File: src/rtl/hazard_interlock_pkg.sv
package hazard_interlock_pkg;

  typedef enum logic [1:0] {
    ACT_RUN,
    ACT_FETCH_BLOCK,
    ACT_STALL,
    ACT_FLUSH
  } hz_act_e;

  typedef struct packed {
    logic pc_hold;
    logic if_id_hold;
    logic if_id_bubble;
    logic id_ex_bubble;
  } hz_ctrl_t;

  function automatic hz_ctrl_t act_to_ctrl(hz_act_e act);
    hz_ctrl_t c;
    c = '0;
    unique case (act)
      ACT_RUN:         c = '0;
      ACT_FETCH_BLOCK: begin c.pc_hold = 1'b1; c.if_id_bubble = 1'b1; end
      ACT_STALL:       begin c.pc_hold = 1'b1; c.if_id_hold = 1'b1; c.id_ex_bubble = 1'b1; end
      ACT_FLUSH:       begin c.if_id_bubble = 1'b1; c.id_ex_bubble = 1'b1; end
      default:         c = '0;
    endcase
    return c;
  endfunction

endpackage

File: src/rtl/hzd_raw_detect.sv
module hzd_raw_detect #(
  parameter int unsigned REG_W    = 5,
  parameter int unsigned NUM_SRC  = 2,
  parameter int unsigned NUM_PROD = 2
) (
  input  logic                               cons_valid_i,
  input  logic [NUM_SRC-1:0]                 cons_used_i,
  input  logic [NUM_SRC-1:0][REG_W-1:0]      cons_src_i,
  input  logic [NUM_PROD-1:0]                prod_wr_i,
  input  logic [NUM_PROD-1:0][REG_W-1:0]     prod_rd_i,
  output logic                               raw_o
);
  localparam int unsigned NUM_PAIR = NUM_SRC * NUM_PROD;

  logic [NUM_PAIR-1:0] pair_hit;

  for (genvar s = 0; s < NUM_SRC; s++) begin : g_src
    logic src_live;
    // register 0 is hardwired, never a dependence
    assign src_live = cons_used_i[s] && (cons_src_i[s] != '0);
    for (genvar p = 0; p < NUM_PROD; p++) begin : g_prod
      assign pair_hit[s*NUM_PROD+p] = src_live && prod_wr_i[p] &&
                                      (prod_rd_i[p] == cons_src_i[s]);
    end
  end

  assign raw_o = cons_valid_i && (|pair_hit);

endmodule

File: src/rtl/hzd_port_arb.sv
module hzd_port_arb (
  input  logic mem_valid_i,
  input  logic mem_access_i,
  output logic conflict_o,
  output logic fetch_grant_o
);
  // data access wins; fetch retries once the port is free
  assign conflict_o    = mem_valid_i && mem_access_i;
  assign fetch_grant_o = !conflict_o;
endmodule

File: src/rtl/hzd_branch_ctrl.sv
module hzd_branch_ctrl #(
  parameter int unsigned XLEN = 32
) (
  input  logic            clk_i,
  input  logic            rst_ni,
  input  logic            br_in_decode_i,
  input  logic            decode_stall_i,
  input  logic            br_valid_i,
  input  logic            br_taken_i,
  input  logic [XLEN-1:0] br_target_i,
  output logic            redirect_o,
  output logic [XLEN-1:0] redirect_pc_o,
  output logic            br_leave_o,
  output logic            br_wait_o
);
  logic pend_q, pend_d;

  assign redirect_o    = br_valid_i && br_taken_i;
  assign redirect_pc_o = redirect_o ? br_target_i : '0;
  assign br_leave_o    = br_in_decode_i && !decode_stall_i && !redirect_o;
  assign br_wait_o     = pend_q && !br_valid_i;
  assign pend_d        = br_leave_o || br_wait_o;

  always_ff @(posedge clk_i or negedge rst_ni) begin
    if (!rst_ni) pend_q <= 1'b0;
    else         pend_q <= pend_d;
  end
endmodule

File: src/rtl/hazard_interlock.sv
module hazard_interlock
  import hazard_interlock_pkg::*;
#(
  parameter int unsigned REG_W   = 5,
  parameter int unsigned XLEN    = 32,
  parameter int unsigned NUM_SRC = 2
) (
  input  logic                          clk_i,
  input  logic                          rst_ni,
  input  logic                          id_valid_i,
  input  logic [NUM_SRC-1:0]            id_src_used_i,
  input  logic [NUM_SRC-1:0][REG_W-1:0] id_src_i,
  input  logic                          id_is_branch_i,
  input  logic                          ex_valid_i,
  input  logic                          ex_wr_i,
  input  logic [REG_W-1:0]              ex_rd_i,
  input  logic                          mem_valid_i,
  input  logic                          mem_wr_i,
  input  logic [REG_W-1:0]              mem_rd_i,
  input  logic                          mem_access_i,
  input  logic                          br_valid_i,
  input  logic                          br_taken_i,
  input  logic [XLEN-1:0]               br_target_i,
  output logic                          fetch_req_o,
  output logic                          pc_hold_o,
  output logic                          if_id_hold_o,
  output logic                          if_id_bubble_o,
  output logic                          id_ex_bubble_o,
  output logic                          redirect_o,
  output logic [XLEN-1:0]               redirect_pc_o
);
  localparam int unsigned NUM_PROD = 2; // execute, memory

  logic [NUM_PROD-1:0]            prod_wr;
  logic [NUM_PROD-1:0][REG_W-1:0] prod_rd;
  logic raw, conflict, br_leave, br_wait, redirect;
  hz_act_e  act;
  hz_ctrl_t ctrl;

  assign prod_wr = {mem_valid_i && mem_wr_i, ex_valid_i && ex_wr_i};
  assign prod_rd = {mem_rd_i, ex_rd_i};

  hzd_raw_detect #(
    .REG_W   (REG_W),
    .NUM_SRC (NUM_SRC),
    .NUM_PROD(NUM_PROD)
  ) u_raw (
    .cons_valid_i(id_valid_i),
    .cons_used_i (id_src_used_i),
    .cons_src_i  (id_src_i),
    .prod_wr_i   (prod_wr),
    .prod_rd_i   (prod_rd),
    .raw_o       (raw)
  );

  hzd_port_arb u_arb (
    .mem_valid_i  (mem_valid_i),
    .mem_access_i (mem_access_i),
    .conflict_o   (conflict),
    .fetch_grant_o(fetch_req_o)
  );

  hzd_branch_ctrl #(.XLEN(XLEN)) u_br (
    .clk_i         (clk_i),
    .rst_ni        (rst_ni),
    .br_in_decode_i(id_valid_i && id_is_branch_i),
    .decode_stall_i(raw),
    .br_valid_i    (br_valid_i),
    .br_taken_i    (br_taken_i),
    .br_target_i   (br_target_i),
    .redirect_o    (redirect),
    .redirect_pc_o (redirect_pc_o),
    .br_leave_o    (br_leave),
    .br_wait_o     (br_wait)
  );

  // priority: flush > data stall > fetch block
  always_comb begin
    if (redirect)                           act = ACT_FLUSH;
    else if (raw)                           act = ACT_STALL;
    else if (conflict || br_leave || br_wait) act = ACT_FETCH_BLOCK;
    else                                    act = ACT_RUN;
  end

  assign ctrl           = act_to_ctrl(act);
  assign pc_hold_o      = ctrl.pc_hold;
  assign if_id_hold_o   = ctrl.if_id_hold;
  assign if_id_bubble_o = ctrl.if_id_bubble;
  assign id_ex_bubble_o = ctrl.id_ex_bubble;
  assign redirect_o     = redirect;

endmodule

File: config.mk
export PLATFORM = sky130hd
export DESIGN_NAME = hazard_interlock
export DESIGN_NICKNAME = d
export VERILOG_FILES = /design/src/rtl/hazard_interlock_pkg.sv /design/src/rtl/hzd_raw_detect.sv /design/src/rtl/hzd_port_arb.sv /design/src/rtl/hzd_branch_ctrl.sv /design/src/rtl/hazard_interlock.sv
export SDC_FILE = /design/constraint.sdc
export NUM_CORES = 1
export LEC_CHECK = 0
export BUFFER_PORTS_ARGS = -buffer_cell sky130_fd_sc_hd__buf_4
export CAP_MARGIN = 20
export CORE_MARGIN = 1.5
export CORE_UTILIZATION = 29
export DETAILED_ROUTE_END_ITERATION = 8
export PLACE_DENSITY = 0.84
export REMOVE_ABC_BUFFERS = 1
export SYNTH_ARGS = -nofsm -noshare
export SYNTH_HDL_FRONTEND = slang
export SYNTH_SLANG_ARGS = --single-unit
File: constraint.sdc
create_clock -name clk_i -period 1.9 [get_ports clk_i]
set_input_delay 0.095 -clock clk_i [delete_from_list [all_inputs] [get_ports clk_i]]
set_output_delay 0.095 -clock clk_i [all_outputs]
set_load 0.02 [all_outputs]
## After elaboration in Yosys (flattened, before gate mapping)

Index checks and enable logic that the tools add are counted.
W data, S select, Z words.

- Memories: 0
- Input port bits: 65
- Output and inout port bits: 38
- ROM bits: 0
- Bits in latches: 0
- Logic and storage cells: 48
- Bits in writable memories: 0
- Flip-flop bits (word level): 1

- Bitwise logic cells: 0
- $lt $le $gt $ge: 0
- Mux-type cells: 8
- Equal/unequal tests: 7
- Shift operators: 0
- Reductions and logical operators: 32
- Add/subtract/negate cells: 0
- Div/mod/pow operators: 0
- $mul: 0

Operators by type and width:

| cell | count |
|---|---|
| $mux W32 | 1 |
| $eq A5 B5 Y1 | 4 |
| $logic_and A1 B1 Y1 | 19 |
| $reduce_bool A5 Y1 | 2 |
| $reduce_or A2 Y1 | 3 |
| $mux W1 | 5 |
| $eq A2 B2 Y1 const B | 2 |
| $logic_not A1 Y1 | 4 |
| $mux W2 | 2 |
| $reduce_or A4 Y1 | 1 |
| $logic_or A1 B1 Y1 | 3 |
| $eq A2 B1 Y1 const B | 1 |

## Depth between registers and ports, before layout

Gate-level depths: netlist (run 1).

- Depth in word-level cells: 17
- Depth in mapped cells: 5
- Depth with buffers taken out: 5

## Hierarchy

Synthesis (run 1) repeated with hierarchy kept, for this count alone.

- Cells, all modules: 89
- Area total of the unflattened synthesis: 636.9 µm²

Modules (own cells, without submodules):

| module | area each (µm²) | cells an instance | instances |
|---|---|---|---|
| hzd_branch_ctrl | 285.3 | 44 | 1 |
| hzd_raw_detect | 266.5 | 33 | 1 |
| hazard_interlock | 75.1 | 10 | 1 |
| hzd_port_arb | 10.0 | 2 | 1 |

## Worst setup path before layout (run 1)

Ideal clock, no wire load.

- Kind: input to output
- Start point: input id_src_i[0] (netlist name)
- End point: output if_id_bubble_o
- Path slack: 341 ps
- Stages: 4
- Path buffers: 0
- Data arrival time: 1464 ps
- Path through: or4_2 -> nor2_1 -> o32ai_1 -> o21ai_0

- Word-level cells in the longest chain between the ends: 17
- Elaborated cells on any way between the ends: 22
- Those cells by class: 4 x eq/ne; 4 x mux; 14 x reduce/logical

RTL lines:

| element | RTL line | source |
|---|---|---|
| from (decl) | hazard_interlock.sv:12 | `input logic [NUM_SRC-1:0][REG_W-1:0] id_src_i,` |
| $reduce_bool A5 Y1 | hzd_raw_detect.sv:20 | `assign src_live = cons_used_i[s] && (cons_src_i[s] != '0);` |
| $logic_and A1 B1 Y1 | hzd_raw_detect.sv:20 |  |
| $logic_and A1 B1 Y1 (2 in series) | hzd_raw_detect.sv:22 | `assign pair_hit[s*NUM_PROD+p] = src_live && prod_wr_i[p] &&` |
| $reduce_or A4 Y1 (*) | hzd_raw_detect.sv:27 | `assign raw_o = cons_valid_i && (\|pair_hit);` |
| $logic_and A1 B1 Y1 (*) | hzd_raw_detect.sv:27 |  |
| $logic_not A1 Y1 | hzd_branch_ctrl.sv:20 | `assign br_leave_o = br_in_decode_i && !decode_stall_i && !redirect_o;` |
| $logic_and A1 B1 Y1 (2 in series) | hzd_branch_ctrl.sv:20 |  |
| $logic_or A1 B1 Y1 (2 in series) | hazard_interlock.sv:81 | `else if (conflict \|\| br_leave \|\| br_wait) act = ACT_FETCH_BLOCK;` |
| $mux W1 | hazard_interlock.sv:81 |  |
| $mux W2 (*) | hazard_interlock.sv:80 | `else if (raw) act = ACT_STALL;` |
| $mux W2 (*) | hazard_interlock.sv:79 | `if (redirect) act = ACT_FLUSH;` |
| $eq A2 B2 Y1 or $eq A2 B1 Y1 (tied branches) | hazard_interlock_pkg.sv:20 | `unique case (act)` |
| $reduce_or A2 Y1 (no source line) (*) | -- |  |
| $mux W1 (*) | hazard_interlock_pkg.sv:20 |  |
| to (decl) | hazard_interlock.sv:27 | `output logic if_id_bubble_o,` |

Every way passes the cells marked *; elsewhere a longest branch is shown, timed or not.

## Worst setup path after layout (run 1)

- Start point: input id_src_i[4] (netlist name)
- End point: output pc_hold_o

- Word-level cells in the longest chain between the ends: 17
- Elaborated cells on any way between the ends: 22
- Those cells by class: 4 x eq/ne; 4 x mux; 14 x reduce/logical

RTL lines:

| element | RTL line | source |
|---|---|---|
| $reduce_bool A5 Y1 | hzd_raw_detect.sv:20 |  |
| $logic_and A1 B1 Y1 | hzd_raw_detect.sv:20 |  |
| $logic_and A1 B1 Y1 (2 in series) | hzd_raw_detect.sv:22 |  |
| $reduce_or A4 Y1 (*) | hzd_raw_detect.sv:27 |  |
| $logic_and A1 B1 Y1 (*) | hzd_raw_detect.sv:27 |  |
| $logic_not A1 Y1 | hzd_branch_ctrl.sv:20 |  |
| $logic_and A1 B1 Y1 (2 in series) | hzd_branch_ctrl.sv:20 |  |
| $logic_or A1 B1 Y1 (2 in series) | hazard_interlock.sv:81 |  |
| $mux W1 | hazard_interlock.sv:81 |  |
| $mux W2 (*) | hazard_interlock.sv:80 |  |
| $mux W2 (*) | hazard_interlock.sv:79 |  |
| $eq A2 B1 Y1 or $eq A2 B2 Y1 (tied branches) | hazard_interlock_pkg.sv:20 |  |
| $reduce_or A2 Y1 (no source line) (*) | -- |  |
| $mux W1 (*) | hazard_interlock_pkg.sv:20 |  |
| to (decl) | hazard_interlock.sv:25 | `output logic pc_hold_o,` |

Marks and branches as above.

==> run_results.csv, run 1 <==
group,metric,value,unit
die,dieArea,2360,sq um
drt,antenna_left,0,
global_routing,grt_pass1_vias,1034,
die,ios,103,
critical_path,critical_path_peak_fanout,4,
die,initial_core_util,0.307,
drt,drc,0,
clock_tree,clk_latency,0,ns
sta,rsz0062_at_grt,"no",
final_layout,fill_cells,170,
synth,yosys-top-cells-count,"and3_1 (32), xor2_1 (20), clkbuf_1 (6), nand2_1 (6), nor2_1 (6)",
drt,dr_total_vias,1030,
drt,wl_per_cell,14.2,um
global_routing,antenna_found_initial,0,
final_layout,final_util,0.709,
clock_tree,cts_resized,0,
placed_design,dp.cells,211,
synth,synth.area.top_cells,"and3_1 (33%), xor2_1 (29%), dfrtp_1 (4.1%)",
synth,ys.flop_type,"dfrtp_1",
die,rows,16,
global_routing,grt_pass1_wl,4650,um
critical_path,endpoint_kind,"primary output",
sta,final.period_utilization,0.875,
synth,yosysUniqueCellTypes,20,
final_layout,instances_no_fill,212,
final_layout,fin_nets,252,
sta,slew_viol_final,0,
critical_path,worst_setup_path_start_kind,"input pin",
global_routing,grt_usage,0.239,
critical_path,crit_slowest_cell,"o32a_2",
synth,synth_top_area_frac,0.332,
drt,postRouteWirelength,3010,um
sta,fmax,602,MHz
sta,hold_viol,0,
synth,netlist.top_cell.by_area,"and3_1",
final_layout,multiInputGateArea,552,sq um
synth,syn_avg_cell_area,6.85,sq um
synth,ys_ff_latch,1,
critical_path,path_buf_inv,2,
placed_design,portBuffers,102,
critical_path,crit_top_cell,"buf_4",
critical_path,required,1.80,ns
final_layout,top_register,"u_br.pend_q",
synth,synth_cells,88,
synth,async_reset_ff_frac,1.00,
global_routing,grt_start_max_net_pins,35,
die,die_w,48.6,um
hold_path,min_path_type,"input pin to flip-flop",
drt,drt-initial-drc-count,32,
sta,finalSetupViolCount,0,
power_and_ir_drop,leakage,0.849,nW
sta,fin_setup_tns,0,ns
power_and_ir_drop,p_total,0.000338,W
drt,dr.pass1.iters,4,
drt,viasPerCell,4.86,
final_layout,n_antenna_cell,0,
power_and_ir_drop,ir_drop,0.199,mV
sta,slew_headroom,0.795,
placed_design,dpl.hpwl,2630,um
critical_path,cp_data_arrival_time,1.57,ns
die,core-area,1960,sq um
synth,yosysWarnings,0,
job,maxCapViolCount,0,
power_and_ir_drop,p_per_area,243,nW/um^2
synth,synth.most_common_cell,"and3_1",
critical_path,crit_type,"input pin to primary output",
final_layout,top_regs,"u_br.pend_q: 1 flops",
die,die_y,48.6,um
synth,synth_area,603,sq um
critical_path,crit_chain,"buf_4 > xor2_1 > nor4_2 > a22oi_1 > o32a_2 > a21oi_1 > buf_4",
sta,worstMarginPinSlew,0.307,ns
placed_design,gp_congestion,0.812,
final_layout,seqCellArea,25.0,sq um
synth,synth_edf_count,0,
sta,hold_ws,0.384,ns
final_layout,area_growth,130,%
global_routing,grt_overflow,0,
sta,period_minus_slack,1.66,ns
synth,ys_seq_area_frac,0.0415,
outcome,status,"completed",
sta,fin_skew,0,ns
final_layout,layout-drive-gt1-share,0.573,
critical_path,max_stage_delay,0.44,ns
clock_tree,clk_pin_slew,0,ns
final_layout,largest_reg_flops,1,
critical_path,crit_family,"compound AO/OA/AOI/OAI gates",
==> area by class of cell <==
cell class              count  share of cell area
multi-input cells          80               0.397
inverters                   1             0.00270
well taps                  27              0.0243
flip-flops and latches      1              0.0180
repair buffers            103               0.558
==> per-stage QoR <==
stage | area (sq um) | setup slack, ns
6_report | 1390 | 0.238
3_3_place_gp | 1380 | 0.325
5_1_grt | 1390 | 0.136
2_1_floorplan | 581 | 0.341
4_1_cts | 1390 | 0.220
3_5_place_dp | 1380 | 0.220
==> final timing paths <==
kind	startpoint	endpoint	slack [ns]	cells past startpoint
max reg2reg	u_br.pend_q	u_br.pend_q	1.10	2
min in group asynchronous	rst_ni	u_br.pend_q	0.43	2
max in group asynchronous	rst_ni	u_br.pend_q	1.39	2
min reg2reg	u_br.pend_q	u_br.pend_q	0.63	2
min	id_is_branch_i	u_br.pend_q	0.38	2
max	id_src_i[4]	pc_hold_o	0.24	7
==> power breakdown <==
part | internal, W | switching [W]
logic | 0.000169 | 0.000145
registers | 0.0000237 | 0.000000289
clock network | 0 | 0
total | 0.000192 | 0.000145
==> placed cells by master (no fill, tap or decap), drive strengths merged <==
cell type / instances
buf: 102
and3: 32
xor2: 20
nand2: 6
nor2: 6
nor4: 4
a22oi: 2
or4: 2
inv: 1
o211ai: 1
o32a: 1
nor2b: 1
a221oi: 1
a21oi: 1
o32ai: 1
o21ai: 1
a41o: 1
dlygate4sd3: 1
dfrtp: 1
==> repair_timing <==
action / 4_1_cts / 5_1_grt
buffers inserted: 0 / 0
hold buffers: 1 / 0
setup endpoints to repair: 0 / 0
hold endpoints to repair: 1 / 0
==> metal layers <==
metal | vias to the layer above | wire length [um] | part of all wire | GRT usage
met5 | - | 0 | 0 | 0
met4 | 0 | 27 | 0.0090 | 0.0429
met3 | 4 | 203 | 0.067 | 0.0494
met2 | 52 | 1610 | 0.53 | 0.470
met1 | 459 | 1170 | 0.39 | 0.259
li1 | 515 | - | - | -
==> logic make-up after synthesis <==
| family | count (synthesis) | synth area share |
|---|---|---|
| buffers and inverters | 7 | 0.0436 |
| AO/OA/AOI/OAI | 9 | 0.118 |
| XOR/XNOR | 20 | 0.290 |
| AND/OR/NAND/NOR | 51 | 0.506 |
| flip-flops | 1 | 0.0415 |
Note: power is estimated with default switching activity, not from simulation.
==> run 2: changes to the inputs <==
==> constraint.sdc (replaced) <==
create_clock -name clk_i -period 1.9 [get_ports clk_i]
set_input_delay 0.19 -clock clk_i [delete_from_list [all_inputs] [get_ports clk_i]]
set_output_delay 0.19 -clock clk_i [all_outputs]
set_load 0.02 [all_outputs]
==> run_results.csv, run 2 (synthesized netlist as in run 1, its figures left out) <==
group,metric,value,unit
critical_path,endpoint_kind,"primary output",
sta,final.period_utilization,0.952,
drt,wl_met1,1150,um
power_and_ir_drop,p_clk_frac,0,
drt,wl_per_cell,14.3,um
drt,dr_total_vias,1020,
power_and_ir_drop,seq_power_share,0.070,
clock_tree,clk_latency,0,ns
job,maxCapViolCount,0,
sta,fin_setup_tns,0,ns
power_and_ir_drop,ir_drop,0.201,mV
final_layout,final_util,0.720,
die,rows,16,
global_routing,grt_pass1_vias,996,
critical_path,cp_data_arrival_time,1.62,ns
power_and_ir_drop,combPwrFrac,0.930,
critical_path,worst_setup_path_start_kind,"input pin",
placed_design,dpl.hpwl,2560,um
power_and_ir_drop,netSwitchingFraction,0.434,
final_layout,top_register,"u_br.pend_q",
power_and_ir_drop,p_per_area,242,nW/um^2
drt,dr.pass1.iters,4,
final_layout,top_regs,"u_br.pend_q: 1 flops",
final_layout,instances_no_fill,212,
sta,worstMarginPinSlew,0.438,ns
clock_tree,clk_pin_slew,0,ns
outcome,status,"completed",
power_and_ir_drop,p_int,0.000194,W
global_routing,grt_usage,0.237,
sta,period_minus_slack,1.81,ns
final_layout,layout_common_cells,"buf_4 (102), and3_1 (32), xor2_1 (20)",
die,dieArea,2360,sq um
sta,rsz0062_at_grt,"no",
global_routing,antenna_found_initial,0,
sta,fin_skew,0,ns
hold_path,min_path_type,"input pin to flip-flop",
die,initial_core_util,0.307,
sta,slew_viol_final,0,
die,die_w,48.6,um
placed_design,portBuffers,102,
final_layout,n_antenna_cell,0,
critical_path,required,1.71,ns
sta,hold_viol,0,
drt,route.top_layer_used,"met4",
drt,postRouteWirelength,3030,um
sta,slew_headroom,0.708,
die,core-area,1960,sq um
critical_path,crit_type,"input pin to primary output",
final_layout,layout-drive-gt1-share,0.589,
global_routing,grt_start_max_net_pins,35,
drt,drc,0,
drt,routed-wl-met3,202,um
drt,route.met2.wl,1660,um
final_layout,layout_commonest_cell,"buf_4",
critical_path,critical_path_peak_fanout,3,
power_and_ir_drop,p_switching,0.000149,W
die,ios,103,
sta,fmax,553,MHz
global_routing,grt_pass1_wl,4610,um
placed_design,dp.cells,211,
drt,antenna_left,0,
drt,viasPerCell,4.81,
power_and_ir_drop,leakage,0.852,nW
final_layout,fin_nets,252,
global_routing,grt_overflow,0,
drt,drt-initial-drc-count,13,
final_layout,largest_reg_flops,1,
placed_design,gp_congestion,0.850,
final_layout,area_growth,134,%
sta,finalSetupViolCount,0,
die,die_y,48.6,um
-- run 2: cell type report --
class / instances / area, sq um
repair buffers: 103 / 776
multi-input cells: 80 / 574
well taps: 27 / 33.8
fillers: 177 / 549
inverters: 1 / 3.75
flip-flops and latches: 1 / 25.0
-- run 2: power by group through the flow --
stage                     clock, W  sequential (W)  combinational (W)
final                            0       0.0000240           0.000318
after CTS                        0       0.0000241           0.000313
after detailed placement         0       0.0000241           0.000311
after global placement           0       0.0000240           0.000303
after global routing             0       0.0000243           0.000341
after floorplan                  0       0.0000239           0.000116
-- run 2: path summary, 6_finish.rpt --
| check | startpoint | slack, ns | to | cells past startpoint |
|---|---|---|---|---|
| max | id_src_i[0] | 0.09 | if_id_bubble_o | 6 |
| min | id_is_branch_i | 0.49 | u_br.pend_q | 2 |
| max reg2reg | u_br.pend_q | 1.08 | u_br.pend_q | 2 |
| min reg2reg | u_br.pend_q | 0.67 | u_br.pend_q | 2 |
| max in group asynchronous | rst_ni | 1.31 | u_br.pend_q | 2 |
| min in group asynchronous | rst_ni | 0.51 | u_br.pend_q | 2 |
-- run 2: per-stage QoR --
stage / worst slack [ns] / hold WS (ns) / total power, W / instance area [sq um]
floorplan: 0.151 / -0.106 / 0.000140 / 581
global placement: 0.130 / -0.0342 / 0.000327 / 1380
detailed placement: 0.0439 / -0.0320 / 0.000335 / 1380
CTS: 0.0401 / 0.478 / 0.000337 / 1390
global route: 0.0326 / 0.505 / 0.000366 / 1410
finish: 0.0914 / 0.487 / 0.000342 / 1410
-- run 2: layer usage --
metal	up-vias	global-route usage
li1	517	-
met4	0	0.0381
met1	451	0.280
met5	-	0
met3	2	0.0494
met2	50	0.441
-- run 2: what timing repair did --
item                                    CTS  global route
gates resized for setup                   0             4
endpoints found under the hold margin     1             0
setup buffers                             0             0
endpoints found under the setup margin    0             2
hold buffers                              1             0
-- run 2: critical path, cell delays in order --
cell	delay, ns
buf_4	0.13
or4_2	0.65
nor2_1	0.18
o32ai_1	0.11
o21ai_0	0.19
buf_4	0.17
